--- src/rtl/chfifo_pkg.sv ---
package chfifo_pkg;
  localparam int unsigned CH_DEPTH  = 16;
  localparam int unsigned CH_BYTE_W = 8;

  typedef struct packed {
    logic active;
    logic ovf;
    logic udr;
  } lane_stat_t;
endpackage

--- src/rtl/chfifo_store.sv ---
module chfifo_store #(
  parameter int unsigned DEPTH = 16,
  parameter int unsigned WIDTH = 8,
  localparam int unsigned AW   = $clog2(DEPTH)
) (
  input  logic             clk,
  input  logic             we,
  input  logic [AW-1:0]    waddr,
  input  logic [WIDTH-1:0] wdata,
  input  logic [AW-1:0]    raddr,
  output logic [WIDTH-1:0] rdata
);
  logic [WIDTH-1:0] mem_q [DEPTH];

  always_ff @(posedge clk) begin
    if (we) begin
      mem_q[waddr] <= wdata;
    end
  end

  assign rdata = mem_q[raddr];
endmodule

--- src/rtl/chfifo_lane.sv ---
module chfifo_lane
  import chfifo_pkg::*;
#(
  parameter int unsigned DEPTH     = 16,
  parameter int unsigned WIDTH     = 8,
  parameter bit          CHECK_UDR = 1'b0,
  localparam int unsigned AW       = $clog2(DEPTH),
  localparam int unsigned LW       = AW + 1
) (
  input  logic             clk,
  input  logic             rst_n,
  input  logic             en_cmd,
  input  logic             wr,
  input  logic [WIDTH-1:0] wdata,
  input  logic             rd,
  output logic [WIDTH-1:0] rdata,
  output logic             rvalid,
  output logic [LW-1:0]    level,
  output lane_stat_t       stat
);
  logic [AW-1:0] wptr_q, wptr_n, rptr_q, rptr_n;
  logic [LW-1:0] cnt_q, cnt_n;
  lane_stat_t    stat_q, stat_n;
  logic          full, empty, ops_ok, do_wr, do_rd, ovf_evt, udr_evt;

  assign full    = (cnt_q == LW'(DEPTH));
  assign empty   = (cnt_q == '0);
  assign ops_ok  = stat_q.active && !en_cmd;
  assign do_wr   = ops_ok && wr && !full;
  assign do_rd   = ops_ok && rd && !empty;
  assign ovf_evt = ops_ok && wr && full;
  assign udr_evt = CHECK_UDR && ops_ok && rd && empty;

  chfifo_store #(.DEPTH(DEPTH), .WIDTH(WIDTH)) u_store (
    .clk   (clk),
    .we    (do_wr),
    .waddr (wptr_q),
    .wdata (wdata),
    .raddr (rptr_q),
    .rdata (rdata)
  );

  always_comb begin
    wptr_n = wptr_q;
    rptr_n = rptr_q;
    cnt_n  = cnt_q;
    stat_n = stat_q;
    if (en_cmd) begin
      wptr_n = '0;
      rptr_n = '0;
      cnt_n  = '0;
      stat_n = '{active: 1'b1, ovf: 1'b0, udr: 1'b0};
    end else if (ovf_evt || udr_evt) begin
      wptr_n        = '0;
      rptr_n        = '0;
      cnt_n         = '0;
      stat_n.active = 1'b0;
      stat_n.ovf    = stat_q.ovf | ovf_evt;
      stat_n.udr    = stat_q.udr | udr_evt;
    end else begin
      if (do_wr) wptr_n = wptr_q + 1'b1;
      if (do_rd) rptr_n = rptr_q + 1'b1;
      cnt_n = cnt_q + LW'(do_wr) - LW'(do_rd);
    end
  end

  always_ff @(posedge clk or negedge rst_n) begin
    if (!rst_n) begin
      wptr_q <= '0;
      rptr_q <= '0;
      cnt_q  <= '0;
      stat_q <= '0;
    end else begin
      wptr_q <= wptr_n;
      rptr_q <= rptr_n;
      cnt_q  <= cnt_n;
      stat_q <= stat_n;
    end
  end

  assign rvalid = do_rd;
  assign level  = cnt_q;
  assign stat   = stat_q;

  AST_EN_RESTARTS: assert property (@(posedge clk) disable iff (!rst_n)
    en_cmd |=> (stat.active && !stat.ovf && !stat.udr && level == '0));
  AST_FLAG_STICKY: assert property (@(posedge clk) disable iff (!rst_n)
    ((stat.ovf || stat.udr) && !en_cmd) |=> (stat.ovf || stat.udr));
  AST_OFF_FROZEN: assert property (@(posedge clk) disable iff (!rst_n)
    (!stat.active && !en_cmd) |=> (!stat.active && level == '0));
  AST_LEVEL_LIMIT: assert property (@(posedge clk) disable iff (!rst_n)
    level <= LW'(DEPTH));
endmodule

--- src/rtl/chfifo_top.sv ---
module chfifo_top
  import chfifo_pkg::*;
#(
  parameter int unsigned DEPTH  = CH_DEPTH,
  parameter int unsigned BYTE_W = CH_BYTE_W,
  localparam int unsigned LVL_W = $clog2(DEPTH) + 1,
  localparam int unsigned HALF  = DEPTH / 2
) (
  input  logic              clk,
  input  logic              rst_n,
  input  logic              tx_en_cmd,
  input  logic              tx_wr,
  input  logic [BYTE_W-1:0] tx_wdata,
  input  logic              tx_rd,
  output logic [BYTE_W-1:0] tx_rdata,
  output logic              tx_rvalid,
  output logic [LVL_W-1:0]  tx_level,
  output logic              tx_ready,
  output logic              tx_active,
  output logic              tx_udr_flag,
  output logic              tx_ovf_flag,
  input  logic              rx_en_cmd,
  input  logic              rx_wr,
  input  logic [BYTE_W-1:0] rx_wdata,
  input  logic              rx_rd,
  output logic [BYTE_W-1:0] rx_rdata,
  output logic              rx_rvalid,
  output logic [LVL_W-1:0]  rx_level,
  output logic              rx_active,
  output logic              rx_ovf_flag
);
  logic       rst_s1_q, rst_s2_q, rst_n_s;
  lane_stat_t tx_stat, rx_stat;

  always_ff @(posedge clk or negedge rst_n) begin
    if (!rst_n) begin
      rst_s1_q <= 1'b0;
      rst_s2_q <= 1'b0;
    end else begin
      rst_s1_q <= 1'b1;
      rst_s2_q <= rst_s1_q;
    end
  end
  assign rst_n_s = rst_s2_q;

  chfifo_lane #(.DEPTH(DEPTH), .WIDTH(BYTE_W), .CHECK_UDR(1'b1)) u_tx (
    .clk    (clk),
    .rst_n  (rst_n_s),
    .en_cmd (tx_en_cmd),
    .wr     (tx_wr),
    .wdata  (tx_wdata),
    .rd     (tx_rd),
    .rdata  (tx_rdata),
    .rvalid (tx_rvalid),
    .level  (tx_level),
    .stat   (tx_stat)
  );

  chfifo_lane #(.DEPTH(DEPTH), .WIDTH(BYTE_W), .CHECK_UDR(1'b0)) u_rx (
    .clk    (clk),
    .rst_n  (rst_n_s),
    .en_cmd (rx_en_cmd),
    .wr     (rx_wr),
    .wdata  (rx_wdata),
    .rd     (rx_rd),
    .rdata  (rx_rdata),
    .rvalid (rx_rvalid),
    .level  (rx_level),
    .stat   (rx_stat)
  );

  assign tx_active   = tx_stat.active;
  assign tx_udr_flag = tx_stat.udr;
  assign tx_ovf_flag = tx_stat.ovf;
  assign tx_ready    = (tx_level <= LVL_W'(HALF));
  assign rx_active   = rx_stat.active;
  assign rx_ovf_flag = rx_stat.ovf;

  AST_TX_OVF_FLUSH: assert property (@(posedge clk) disable iff (!rst_n_s)
    $rose(tx_ovf_flag) |-> (!tx_active && tx_level == '0));
  AST_TX_UDR_FLUSH: assert property (@(posedge clk) disable iff (!rst_n_s)
    $rose(tx_udr_flag) |-> (!tx_active && tx_level == '0));
  AST_RX_OVF_FLUSH: assert property (@(posedge clk) disable iff (!rst_n_s)
    $rose(rx_ovf_flag) |-> (!rx_active && rx_level == '0));
  AST_RX_EMPTY_READ: assert property (@(posedge clk) disable iff (!rst_n_s)
    (rx_active && rx_level == '0 && rx_rd && !rx_wr && !rx_en_cmd)
      |=> (rx_active && rx_level == '0 && !rx_ovf_flag));
endmodule

--- config.mk ---
export PLATFORM = sky130hd
export DESIGN_NAME = chfifo_top
export DESIGN_NICKNAME = d
export VERILOG_FILES = /design/src/rtl/chfifo_pkg.sv /design/src/rtl/chfifo_store.sv /design/src/rtl/chfifo_lane.sv /design/src/rtl/chfifo_top.sv
export SDC_FILE = /design/constraint.sdc
export NUM_CORES = 1
export LEC_CHECK = 0
export BUFFER_PORTS_ARGS = -buffer_cell sky130_fd_sc_hd__buf_2
export CORE_MARGIN = 1
export CORE_UTILIZATION = 60
export DETAILED_ROUTE_END_ITERATION = 6
export GPL_ROUTABILITY_DRIVEN = 0
export PLACE_DENSITY = 0.78
export SETUP_SLACK_MARGIN = 0.05
export SLEW_MARGIN = 30
export SYNTH_ARGS = -nofsm -noshare
export SYNTH_HDL_FRONTEND = slang
export SYNTH_SLANG_ARGS = --single-unit
--- constraint.sdc ---
create_clock -name clk -period 2.9 [get_ports clk]
set_input_delay 0.29 -clock clk [delete_from_list [all_inputs] [get_ports clk]]
set_output_delay 0.29 -clock clk [all_outputs]
set_load 0.01 [all_outputs]
==> metrics.cfg <==
[setup_path]
crit_family=compound AO/OA/AOI/OAI gates
crit_fanout=9
endpoint_kind=output pin
path_class=reg -> out
crit_chain=clkinvlp_4 -> a221oi_1 -> o21ai_0 -> nand2_1 -> buf_2
arrival_ns=2.52
worstPathRequired_ns=2.61
r2r-start=u_tx.level[3]
worstSetupStartpointType=flop
crit_path_top_delay_cell=dfrtp_1
critPathMaxStageDelay_ns=0.63
worst-path-buf-inv=2
startpoint=u_tx.rptr_q[3]

[logic_synthesis]
ys_top_cells_by_area=edfxtp_1 64%, dfrtp_1 6.9%, mux4_2 6.0%
synth_async_sr_flop_share=0.114
ys_warn_count=0
synth_cell_types=49
synth_ff_type=edfxtp_1
synth_top_area_cell=edfxtp_1
syn_area_per_cell_sq_um=17.0
synth_seq_area_share=0.710
ys_ff_latch=289
synth_edf_count=256
netlist_instances=706
yosysTopAreaCellShare=0.641
synth_nets=756
syn_area_sq_um=12000

[clocking]
clk_pin_slew_ns=0.06
clock_latency_ns=0.54
cts_tree=built
cts.sinks=289
numCtsBuffers=29
cts_buffer_depth=3
root_buffer=clkbuf_16
cts.htree.levels=1

[placement]
numPortBuffers=57
place_ws_ns=-0.0988
dp_hpwl_um=15600
placedCellCount=1023

[timing]
hold_viol=0
drv_slew=0
clock.fmax_ghz=0.356
whs_ns=0.0538
worst_slew_pin_slew_ns=0.667
worst_slack_ns=0.0874
relSlewSlack=0.555
rsz0062_at_grt=yes
finalCriticalPeriod_ns=2.81
finClkSkew_ns=0.0176
finalSetupViolCount=0
fin_crit_sh=0.970

[drt]
drc=0
firstDrtPassIters=5
post_drt_wl_per_cell_um=22.9
vias_per_cell=6.14
routed-via-count=6691
wl_um=24900
ant_nets=0
first_iter_violations=654

[outcome]
status=complete, no violations

[cells_and_area]
instances_no_fill=1089
drive_gt1_frac=0.252
multiInputGateArea_sq_um=3220
regArea_sq_um=8520
nNetsFinal=854
final_core_util=0.705
nFillCells=1231
areaGrowthSynthToFinish_pct=14.9
diodes=0

[grt]
gr-total-overflow=0
track_usage=0.251
grt_max_degree=53
grt_pass1_vias=6677
grt_pass1_wl_um=37700
antenna_found_initial=0

[power]
p_switching_mw=2.67
vdd_drop_max_mv=0.714
p_int_mw=7.66
swShare=0.258
p_comb_frac=0.194
seq_power_share=0.463
leakage_nw=4.73
powerDensity_nw_per_um2=750
clkPwrFrac=0.344

[floorplan]
die_h_um=143
die_w_um=143
die-area_sq_um=20500
row_count=51
initial_utilization=0.614
core_sq_um=19500
io_pins=58

[job]
drv_cap=0

[min_path]
min_from=tx_wr
timing.hold.worst.class=in -> reg

-- stage by stage --
| step | cell area, sq um | total power, mW | TNS [ns] |
|---|---|---|---|
| after floorplan | 12000 | 6.05 | 0 |
| after global placement | 12700 | 6.49 | 0 |
| after detailed placement | 12700 | 6.59 | -0.0988 |
| after CTS | 13600 | 10.2 | 0 |
| after global routing | 13800 | 10.7 | 0 |
| final | 13800 | 10.3 | 0 |
-- final timing paths --
| path | slack [ns] | cells past startpoint | to |
|---|---|---|---|
| min | 0.05 | 3 | u_tx.stat[1] |
| max reg2reg | 0.12 | 14 | u_tx.level[4] |
| min reg2reg | 0.27 | 0 | u_rx.level[1] |
| min in group asynchronous | 0.06 | 2 | rst_s1_q |
| max in group asynchronous | 1.93 | 1 | u_tx.stat[0] |
| max | 0.09 | 5 | tx_rdata[5] |
-- power groups by stage --
stage               sequential [mW]  clock (mW)  combinational, mW
floorplan                      4.87           0               1.18
global placement               4.84           0               1.65
detailed placement             4.86           0               1.73
CTS                            4.77        3.58               1.80
global route                   4.79        3.77               2.18
finish                         4.78        3.55               2.00
-- area by class of cell --
type	instances	area share
Clock buffer	33	0.0545
Clock inverter	18	0.0112
Inverter	36	0.0101
Multi-Input combinational cell	345	0.234
Sequential cell	289	0.618
Tap cell	265	0.0241
Timing Repair Buffer	103	0.0482
-- Yosys cell counts, drive strengths merged (3+ instances only) --
cell	number
buf	27
xor2	3
ha	24
mux4	32
edfxtp	256
a21o	3
or3	4
xnor2	11
nor4	10
and2	18
nor3b	6
clkbuf	9
nand2	27
inv	35
a21oi	9
nand3	7
mux2i	65
dfrtp	33
a22oi	16
o21ai	22
a221oi	32
nor2	30
-- cells by family (layout without fill, tap and decap cells) --
kind of cell             after synthesis  after routing  synth area share
AO/OA/AOI/OAI                         88             88            0.0521
XOR/XNOR                              14             14            0.0102
adder cells (fa/ha/maj)               26             26            0.0284
buffers and inverters                 72            190            0.0288
flip-flops                           289            289             0.710
multiplexers                          97             97             0.114
other                                  1              1          0.000313
AND/OR/NAND/NOR                      119            119            0.0554
-- cells in the final DEF, fill, tap and decap left out, types with 16 or more instances in the layout --
cell,count
inv_1,29
mux2i_1,65
dfrtp_1,31
mux4_2,32
a221oi_1,31
o21ai_0,21
edfxtp_1,256
clkbuf_16,29
nand2_1,26
and2_1,16
nor2_1,29
buf_2,57
a22oi_1,16
buf_4,41
ha_1,21
-- layer usage --
metal  part of all wire  wire length [um]  GRT usage
met5                  0                 0          0
met4              0.024               605     0.0722
met3              0.082              2040     0.0430
met2               0.48             12100      0.398
met1               0.41             10200      0.362
-- worst min-delay path, delay by kind of cell --
family                 cells  cell delay [ns]
buffers and inverters      1             0.11
AND/OR/NAND/NOR            1             0.08
AO/OA/AOI/OAI              1             0.07
-- sequential cells by signal, summed over array words and instances (netlist names) --
name                flops
u_rx.wptr_q             4
u_rx.level              5
rst_n_s                 1
rst_s1_q                1
u_rx.stat               2
u_rx.u_store.mem_q    128
u_tx.stat               3
u_tx.wptr_q             4
u_tx.u_store.mem_q    128
u_rx.rptr_q             4
u_tx.level              5
u_tx.rptr_q             4
-- repair_timing --
action,CTS,global route
hold buffers,3,0
setup endpoints to repair,1,17
buffers inserted,3,9
pin swaps,2,7
endpoints found under the hold margin,5,0
resized for setup,5,17
(Power assumes the default switching activity.)
